File: src/rtl/intc_pkg.sv
package intc_pkg;
  localparam logic [10:0] OFF_CTRL     = 11'h000;
  localparam logic [10:0] OFF_SW_TRIG  = 11'h004;
  localparam logic [10:0] OFF_GEN_SET  = 11'h030;
  localparam logic [10:0] OFF_GEN_CLR  = 11'h034;
  localparam logic [10:0] WOFF_DB_CAUSE = 11'h008;
  localparam logic [10:0] WOFF_DB_EN   = 11'h00C;
  localparam logic [10:0] WOFF_ACK     = 11'h044;
  localparam logic [10:0] WOFF_UNMASK  = 11'h048;
  localparam logic [10:0] WOFF_MASK    = 11'h04C;
  localparam logic [2:0]  ROUTE_PAGE   = 3'b001;
  localparam logic [9:0]  ACK_NONE     = 10'h3FF;
  localparam int unsigned TRIG_TGT_LSB = 16;
endpackage

File: src/rtl/intc_lowest_find.sv
module intc_lowest_find
  import intc_pkg::*;
#(
  parameter int unsigned W = 40
) (
  input  logic [W-1:0] vec_i,
  output logic [9:0]   code_o
);
  always_comb begin
    code_o = ACK_NONE;
    for (int i = W - 1; i >= 0; i--) begin
      if (vec_i[i]) code_o = 10'(i);
    end
  end
endmodule

File: src/rtl/intc_cpu_gate.sv
module intc_cpu_gate #(
  parameter int unsigned NUM_SRC = 40
) (
  input  logic [NUM_SRC-1:0] lines_i,
  input  logic [NUM_SRC-1:0] glb_en_i,
  input  logic [NUM_SRC-1:0] unmask_i,
  output logic               any_o,
  output logic [9:0]         first_o
);
  logic [NUM_SRC-1:0] qual;

  assign qual  = lines_i & glb_en_i & unmask_i;
  assign any_o = |qual;

  intc_lowest_find #(.W(NUM_SRC)) u_find (
    .vec_i (qual),
    .code_o(first_o)
  );
endmodule

File: src/rtl/intc_doorbell.sv
module intc_doorbell #(
  parameter int unsigned DB_W = 8
) (
  input  logic            clk_i,
  input  logic            rst_ni,
  input  logic            trig_i,
  input  logic            cause_we_i,
  input  logic            en_we_i,
  input  logic [DB_W-1:0] wdata_i,
  output logic [DB_W-1:0] cause_o,
  output logic [DB_W-1:0] en_o,
  output logic            hit_o
);
  logic [DB_W-1:0] cause_q, en_q;

  always_ff @(posedge clk_i or negedge rst_ni) begin
    if (!rst_ni) begin
      cause_q <= '0;
      en_q    <= '0;
    end else begin
      if (en_we_i) en_q <= wdata_i;
      if (trig_i)          cause_q <= cause_q | wdata_i;
      else if (cause_we_i) cause_q <= cause_q & wdata_i;
    end
  end

  assign cause_o = cause_q;
  assign en_o    = en_q;
  assign hit_o   = |(cause_q & en_q);
endmodule

File: src/rtl/dual_mask_intc.sv
module dual_mask_intc
  import intc_pkg::*;
#(
  parameter int unsigned NUM_CPUS = 2,
  parameter int unsigned NUM_SRC  = 40,
  parameter int unsigned PCPU_SRC = 28,
  parameter int unsigned DB_W     = 8
) (
  input  logic                         clk_i,
  input  logic                         rst_ni,
  input  logic [NUM_SRC-PCPU_SRC-1:0]  src_glb_i,
  input  logic [NUM_CPUS*PCPU_SRC-1:0] src_pcpu_i,
  input  logic                         bus_req_i,
  input  logic                         bus_we_i,
  input  logic [$clog2(NUM_CPUS)-1:0]  bus_cpu_i,
  input  logic [11:0]                  bus_addr_i,
  input  logic [31:0]                  bus_wdata_i,
  output logic [31:0]                  bus_rdata_o,
  output logic [NUM_CPUS-1:0]          irq_o
);
  localparam int unsigned CPU_W = $clog2(NUM_CPUS);
  localparam int unsigned IDX_W = $clog2(NUM_SRC);

  logic [NUM_SRC-1:0]                glb_en_q;
  logic [NUM_CPUS-1:0][NUM_SRC-1:0]  unmask_q;
  logic [NUM_CPUS-1:0]               src_hit, db_hit, hit, irq_q;
  logic [NUM_CPUS-1:0][9:0]          first_code;
  logic [NUM_CPUS-1:0][DB_W-1:0]     db_cause, db_en;

  logic              wr, win, num_ok, route_hit, route_ok, route_glb;
  logic [10:0]       offs;
  logic [IDX_W-1:0]  num, route_idx;

  assign wr        = bus_req_i & bus_we_i;
  assign win       = bus_addr_i[11];
  assign offs      = bus_addr_i[10:0];
  assign num_ok    = bus_wdata_i < 32'(NUM_SRC);
  assign num       = bus_wdata_i[IDX_W-1:0];
  assign route_hit = (offs[10:8] == ROUTE_PAGE);
  assign route_idx = offs[2 +: IDX_W];
  assign route_ok  = int'(offs[7:2]) < NUM_SRC;
  assign route_glb = int'(offs[7:2]) >= PCPU_SRC;

  // global enable level
  always_ff @(posedge clk_i or negedge rst_ni) begin
    if (!rst_ni) begin
      glb_en_q <= '0;
    end else if (wr && !win && num_ok) begin
      if (offs == OFF_GEN_SET)      glb_en_q[num] <= 1'b1;
      else if (offs == OFF_GEN_CLR) glb_en_q[num] <= 1'b0;
    end
  end

  // per-CPU mask level: aliased window writes and shared-source routing
  always_ff @(posedge clk_i or negedge rst_ni) begin
    if (!rst_ni) begin
      unmask_q <= '0;
    end else begin
      if (wr && win && num_ok && (offs == WOFF_UNMASK || offs == WOFF_MASK))
        unmask_q[bus_cpu_i][num] <= (offs == WOFF_UNMASK);
      if (wr && !win && route_hit && route_ok && route_glb)
        for (int c = 0; c < NUM_CPUS; c++) unmask_q[c][route_idx] <= bus_wdata_i[c];
    end
  end

  for (genvar c = 0; c < NUM_CPUS; c++) begin : g_cpu
    logic [NUM_SRC-1:0] lines;
    logic               own;

    assign lines = {src_glb_i, src_pcpu_i[c*PCPU_SRC +: PCPU_SRC]};
    assign own   = (bus_cpu_i == CPU_W'(c));

    intc_cpu_gate #(.NUM_SRC(NUM_SRC)) u_gate (
      .lines_i (lines),
      .glb_en_i(glb_en_q),
      .unmask_i(unmask_q[c]),
      .any_o   (src_hit[c]),
      .first_o (first_code[c])
    );

    intc_doorbell #(.DB_W(DB_W)) u_db (
      .clk_i     (clk_i),
      .rst_ni    (rst_ni),
      .trig_i    (wr && !win && offs == OFF_SW_TRIG && bus_wdata_i[TRIG_TGT_LSB + c]),
      .cause_we_i(wr && win && offs == WOFF_DB_CAUSE && own),
      .en_we_i   (wr && win && offs == WOFF_DB_EN && own),
      .wdata_i   (bus_wdata_i[DB_W-1:0]),
      .cause_o   (db_cause[c]),
      .en_o      (db_en[c]),
      .hit_o     (db_hit[c])
    );
  end

  assign hit = src_hit | db_hit;

  always_ff @(posedge clk_i or negedge rst_ni) begin
    if (!rst_ni) irq_q <= '0;
    else         irq_q <= hit;
  end

  assign irq_o = irq_q;

  always_comb begin
    bus_rdata_o = '0;
    if (bus_req_i && !bus_we_i) begin
      if (!win) begin
        if (offs == OFF_CTRL) begin
          bus_rdata_o[7:0]  = 8'(NUM_SRC);
          bus_rdata_o[11:8] = 4'(NUM_CPUS);
        end else if (route_hit && route_ok) begin
          for (int c = 0; c < NUM_CPUS; c++) bus_rdata_o[c] = unmask_q[c][route_idx];
        end
      end else begin
        case (offs)
          WOFF_ACK:      bus_rdata_o[9:0]      = first_code[bus_cpu_i];
          WOFF_DB_CAUSE: bus_rdata_o[DB_W-1:0] = db_cause[bus_cpu_i];
          WOFF_DB_EN:    bus_rdata_o[DB_W-1:0] = db_en[bus_cpu_i];
          default:       bus_rdata_o           = '0;
        endcase
      end
    end
  end
endmodule

File: config.mk
export PLATFORM = sky130hd
export DESIGN_NAME = dual_mask_intc
export DESIGN_NICKNAME = d
export VERILOG_FILES = /design/src/rtl/intc_pkg.sv /design/src/rtl/intc_lowest_find.sv /design/src/rtl/intc_cpu_gate.sv /design/src/rtl/intc_doorbell.sv /design/src/rtl/dual_mask_intc.sv
export SDC_FILE = /design/constraint.sdc
export NUM_CORES = 1
export LEC_CHECK = 0
export ABC_CLOCK_PERIOD_IN_PS = 2600
export CAP_MARGIN = 20
export CORE_ASPECT_RATIO = 1.75
export CORE_MARGIN = 5
export CORE_UTILIZATION = 34
export CTS_CLUSTER_DIAMETER = 120
export CTS_CLUSTER_SIZE = 12
export DETAILED_ROUTE_END_ITERATION = 10
export PLACE_DENSITY = 0.6
export SLEW_MARGIN = 30
export SYNTH_ARGS = -nofsm -noshare
export SYNTH_HDL_FRONTEND = slang
export SYNTH_SLANG_ARGS = --single-unit
File: constraint.sdc
create_clock -name clk_i -period 2.6 [get_ports clk_i]
set_clock_uncertainty 0.15 [all_clocks]
set_input_delay 0.39 -clock clk_i [delete_from_list [all_inputs] [get_ports clk_i]]
set_output_delay 0.39 -clock clk_i [all_outputs]
set_load 0.005 [all_outputs]
==> run metrics, run 1 <==
Yosys top cell area share=0.403; Core Util, Final=0.518; GRT Overall Usage=0.247; Required @ worst endpoint=2.06 ns; YS warnings=0; share of layout cells above drive strength 1=0.343; Syn Area/Cell=8.85 um^2; main combinational cell family by area after synthesis=simple AND/OR/NAND/NOR gates; DRC violations left=0; Vias=9,937; Final Hold Fails=0; critical path's largest stage delay=about 0.6 ns; global-route wire length before repair=58.3 mm; Bufs and invs on worst path=1; P_leak=6.79 nW; DRT Pass-1 Iters=5; Power Dens Cells=387 mW/mm^2; initial antenna violation count=0; Cell variety after synth=64; final WL=between 30 and 40 mm; Die Area=approximately 0.032 mm^2; CP arrival=between 2 and 3 ns; Reg clk slew, reported paths=0.06 ns; synthesis-to-layout area growth=51.2%; vias in the first global route=roughly 10,000; Crit path max-delay family=multiplexers; worst-path cell chain=mux4_4 > mux4_2 > a22oi_2 > o21ai_1 > a22oi_2 > o31ai_2 > buf_2; Initial Util=0.343; mux cell area share after synthesis=0.193; synth top area cells=dfrtp_1, nand2_1, mux2_2; max cap viols=0; # setup viols final=10; Final period util=1.26; WL per Instance=20.8 um; fin. max-slew vios=0; CP endpoint kind=output port; Die W=roughly 140 um; Post-Synth Adder-Cell Area=0; R2R Setup Slk=0.24 ns; CTS root buf=clkbuf_16; Seq/Total Area, Yosys=0.403; Hold Crit Class=in -> async; post-route ant nets=0; fin cells=1,853; row count=81; cts bufs inserted=17; #FFs+latches synth=154; simple-gate share of the synthesized area=0.256; post-layout min period=3.27 ns; hpwl dp=29.6 mm; ys async rst share=1.00; PnR Total Power=5.59 mW; Max FO, Critical Path=2; number of flops mapped to enable cells by yosys=0; Crit-path slowest cell=mux4_4; Startpoint Class=flip-flop; Syn Inst Count=1,079; final worst setup slack=-0.667 ns; layout net count=1,585; I/O pins=151; failing checks=negative setup slack; Placed Cells=1,799; Mapped Area=0.00955 mm^2; core area=0.0279 mm^2; worst hold slack=0.221 ns; CTS tree=built; maximum clock frequency=roughly 300 MHz; total gr overflow=0; via/cell ratio=5.36; antenna cells=0; # H-tree levels=4; top-count cell post-synth=nand2_1; Synth area leader=dfrtp_1; Synth Flop Type=dfrtp_1; Skew-Pair Late Insertion Delay=0.45 ns; IO Port Bufs=128; clk buf depth=2; Synth Area in Compound Gates=0.106; outcome=finished with violations; unrepaired setup endpoints after global routing=true; Synth Area in XOR/XNOR=0; Max rail drop VDD=0.000476 V; initial DRC count=688; Crit Path Category=reg -> out; largest net degree at the start of global routing=61; clock sink count=154; Top cell by count, worst path=a22oi_2; top cells by count, synth=nand2_1, dfrtp_1, nor2_1, nand3_1, o21ai_0; Die Height=232 um; GPL Wtd Cong=0.989
## stage by stage
stage          setup WS (ns)  TNS [ns]  cell area, um^2
2_1_floorplan         0.0350         0             9630
3_3_place_gp           -1.11    -55.20            13200
3_5_place_dp           -1.13    -59.60            13200
4_1_cts               -0.706     -5.69            14100
5_1_grt               -0.761     -7.01            14400
6_report              -0.667     -5.88            14400
## cells by family after synthesis
kind of cell | count (synthesis)
flip-flops | 154
AND/OR/NAND/NOR | 540
other | 1
multiplexers | 142
buffers and inverters | 74
AO/OA/AOI/OAI | 168
## worst reg2reg max path: cells and delay by family (launching register included)
family	cells	cell delay, ns
buffers and inverters	2	0.28
DFF	1	0.42
and+or+nand+nor	5	1.36
## layout by cell type (no fill, tap or decap), types with 5 or more instances in the layout
master,instances
nand3_1,67
buf_6,10
nor4_1,5
a31oi_1,6
buf_2,11
and2_1,7
a21oi_1,35
nand3_2,19
nand2_2,10
clkbuf_16,17
nand4_1,18
o21ai_0,59
nor2_1,110
mux2i_1,37
nand2_1,220
nand2b_1,12
clkdlybuf4s50_1,108
dlymetal6s2s_1,7
conb_1,22
a21oi_2,9
buf_12,17
buf_4,264
nand3b_1,5
mux4_2,23
dfrtp_1,153
mux2_1,22
or3_1,5
a22oi_1,7
mux2_2,56
and3_1,12
## final cells by class
cell class	count	area, um^2
Timing Repair Buffer	419	3680
Sequential cell	154	3850
Multi-Input combinational cell	872	5820
Fill cell	2570	13400
Inverter	4	15.0
Clock buffer	19	433
Tap cell	373	467
Clock inverter	12	174
## worst paths after layout
check	start	end	cells past startpoint
min in group clk_i	flip-flop	flip-flop	2
max reg2reg	unmask_q[72]$_DFF_PN0_	irq_o[1]$_DFF_PN0_	7
max	unmask_q[17]$_DFF_PN0_	bus_rdata_o[0]	7
min reg2reg	flip-flop	flip-flop	2
max in group asynchronous	rst_ni	unmask_q[33]$_DFF_PN0_	3
min	rst_ni	asynchronous set/reset pin	2
## power breakdown
part | internal, mW | total, mW | switching (mW) | leakage, nW
clock | 1.60 | 2.63 | 1.04 | 0.297
sequential | 2.40 | 2.40 | 0.00397 | 2.15
combinational | 0.282 | 0.555 | 0.273 | 4.34
total | 4.28 | 5.59 | 1.31 | 6.79
## timing repair
item | in CTS | in global routing
pin swaps | 31 | 28
setup buffers | 11 | 12
hold buffers | 1 | 0
setup endpoints to repair | 37 | 80
resized for setup | 84 | 75
endpoints found under the hold margin | 75 | 0
## per-layer routing
layer	share of wire	up-vias	track usage
li1	-	4598	-
met2	0.51	420	0.430
met1	0.35	4790	0.267
met5	0	-	0
met3	0.059	129	0.0399
met4	0.075	0	0.175
No activity file was read; power rests on OpenSTA's default activity.
==> inputs of run 2 (changes only) <==
--- a/config.mk
+++ b/config.mk
@@ -18,3 +18,4 @@
 export SYNTH_ARGS = -nofsm -noshare
 export SYNTH_HDL_FRONTEND = slang
 export SYNTH_SLANG_ARGS = --single-unit
+export TNS_END_PERCENT = 1
==> run 2 against run 1 <==
The flow still finishes with violations (negative setup slack). Final area down 1.7%. Register-to-register slack hardly changed. Critical path type unchanged. Largest cell class unchanged. Combinational power fell by 1%. Critical endpoint unchanged. Sequential power about the same. Via count hardly changed. Total power hardly changed.
==> run metrics, run 2 (synthesis results as in run 1) <==
final worst setup slack=-0.686 ns; I/O pins=151; fin cells=1,840; antenna cells=0; critical path's largest stage delay=about 0.44 ns; Crit path max-delay family=compound AO/OA/AOI/OAI gates; # setup viols final=10; Vias=9,928; initial DRC count=~710; failing checks=negative setup slack; Fill cells=2,597; total gr overflow=0; CTS tree=built; hpwl dp=29.6 mm; Crit Path Category=reg -> out; # H-tree levels=4; GRT Overall Usage=0.246; Startpoint Class=flip-flop; Max rail drop VDD=approximately 0.00048 V; Core Util, Final=0.509; fin. max-slew vios=0; IO Port Bufs=128; Die Area=~0.032 mm^2; post-layout min period=about 3.3 ns; layout net count=1,572; initial antenna violation count=0; Required @ worst endpoint=2.06 ns; worst-path cell chain=and3_2 > buf_4 > a21oi_1 > a211oi_2 > a211o_1 > a221oi_2 > o21ai_1 > a41oi_2 > o31ai_2 > buf_2; Bufs and invs on worst path=2; commonest non-fill, non-tap cell in the layout=buf_4; row count=81; clock sink count=154; P_leak=6.61 nW; largest net degree at the start of global routing=61; share of layout cells above drive strength 1=0.316; max cap viols=0; DRC violations left=0; unrepaired setup endpoints after global routing=true; CTS root buf=clkbuf_16; cts bufs inserted=17; outcome=finished with violations; Skew-Pair Late Insertion Delay=about 0.46 ns; final WL=between 30 and 40 mm; Final period util=1.26; WL per Instance=20.8 um; PnR Total Power=5.59 mW; CP arrival=2.75 ns; global-route wire length before repair=58.2 mm; Initial Util=0.343; via/cell ratio=5.40; core area=0.0279 mm^2; Reg clk slew, reported paths=about 0.060 ns; clk buf depth=2; vias in the first global route=10,419; GPL Wtd Cong=0.989; maximum clock frequency=304 MHz; Die W=137 um; Power Dens Cells=394 mW/mm^2; post-route ant nets=0; DRT Pass-1 Iters=6; Die Height=about 230 um; Final Hold Fails=0; Hold Crit Class=in -> async; synthesis-to-layout area growth=48.6%; most frequent cells in the layout=buf_4, nand2_1, dfrtp_1; CP endpoint kind=output port; Max FO, Critical Path=2; Crit-path slowest cell=dfrtp_1; Placed Cells=1,799
-- run 2: changes by cell type in the layout (fill, tap and decap cells not counted), moves of 6 or more --
cell / change
buf_2: -6
nand3_2: -12
nand3_1: +12
dlymetal6s2s_1: -6
clkdlybuf4s50_1: +6
buf_4: -10
clkdlybuf4s15_2: +6
-- run 2: power by group --
part           switching [mW]  internal (mW)  total, mW
Combinational           0.269          0.280      0.549
Clock                    1.04           1.60       2.64
Sequential            0.00407           2.40       2.40
Total                    1.31           4.28       5.59
-- run 2: path summary, 6_finish.rpt --
check / cells after the start / endpoint / start / slack (ns)
setup / recovery: 10 / bus_rdata_o[0] / unmask_q[73]$_DFF_PN0_ / -0.69
hold / removal: 2 / asynchronous set/reset pin / rst_ni / 0.22
setup reg to reg: 7 / irq_o[1]$_DFF_PN0_ / unmask_q[72]$_DFF_PN0_ / 0.25
hold reg to reg: 2 / flip-flop / flip-flop / 0.35
max in group asynchronous: 3 / unmask_q[33]$_DFF_PN0_ / rst_ni / 1.34
min in group clk_i: 2 / flip-flop / flip-flop / 0.35
-- run 2: metrics by stage --
stage	cell area (um^2)	hold WS, ns	TNS [ns]	setup slack (ns)
finish	14200	0.219	-5.81	-0.686
global route	14200	0.243	-6.88	-0.753
CTS	14100	0.212	-5.87	-0.706
detailed placement	13200	0.126	-59.60	-1.13
global placement	13200	0.123	-55.20	-1.11
floorplan	9630	-0.0556	0	0.0350
-- run 2: final cells by class --
type	instances	area, um^2	area share
clock buffer	19	433	0.0305
clock inverter	12	174	0.0123
inverter	4	15.0	0.00106
multi-input combinational	872	5660	0.399
sequential	154	3850	0.272
tap	373	467	0.0329
timing repair buffer	406	3590	0.253
-- run 2: what timing repair did --
action                                  4_1_cts  5_1_grt
gates cloned                                  0        0
gates resized for setup                      82       27
endpoints found under the setup margin       37       70
hold buffers                                  1        0
hold endpoints to repair                     75        0
pin swaps                                    25        8
buffers inserted                              8        1
-- run 2: layer usage --
metal	vias up	global-route usage	routed length (um)
met3	156	0.0395	2260
li1	4574	-	-
met1	4769	0.266	13400
met2	429	0.425	19300
met5	-	0	0
met4	0	0.182	3280
==> inputs of run 3 (changes only) <==
--- a/config.mk
+++ b/config.mk
@@ -11,7 +11,6 @@
 export CORE_MARGIN = 5
 export CORE_UTILIZATION = 34
 export CTS_CLUSTER_DIAMETER = 120
-export CTS_CLUSTER_SIZE = 12
 export DETAILED_ROUTE_END_ITERATION = 10
 export PLACE_DENSITY = 0.6
 export SLEW_MARGIN = 30
==> results of run 3 <==
Final layout, timing and power as in run 2 (identical DEF).
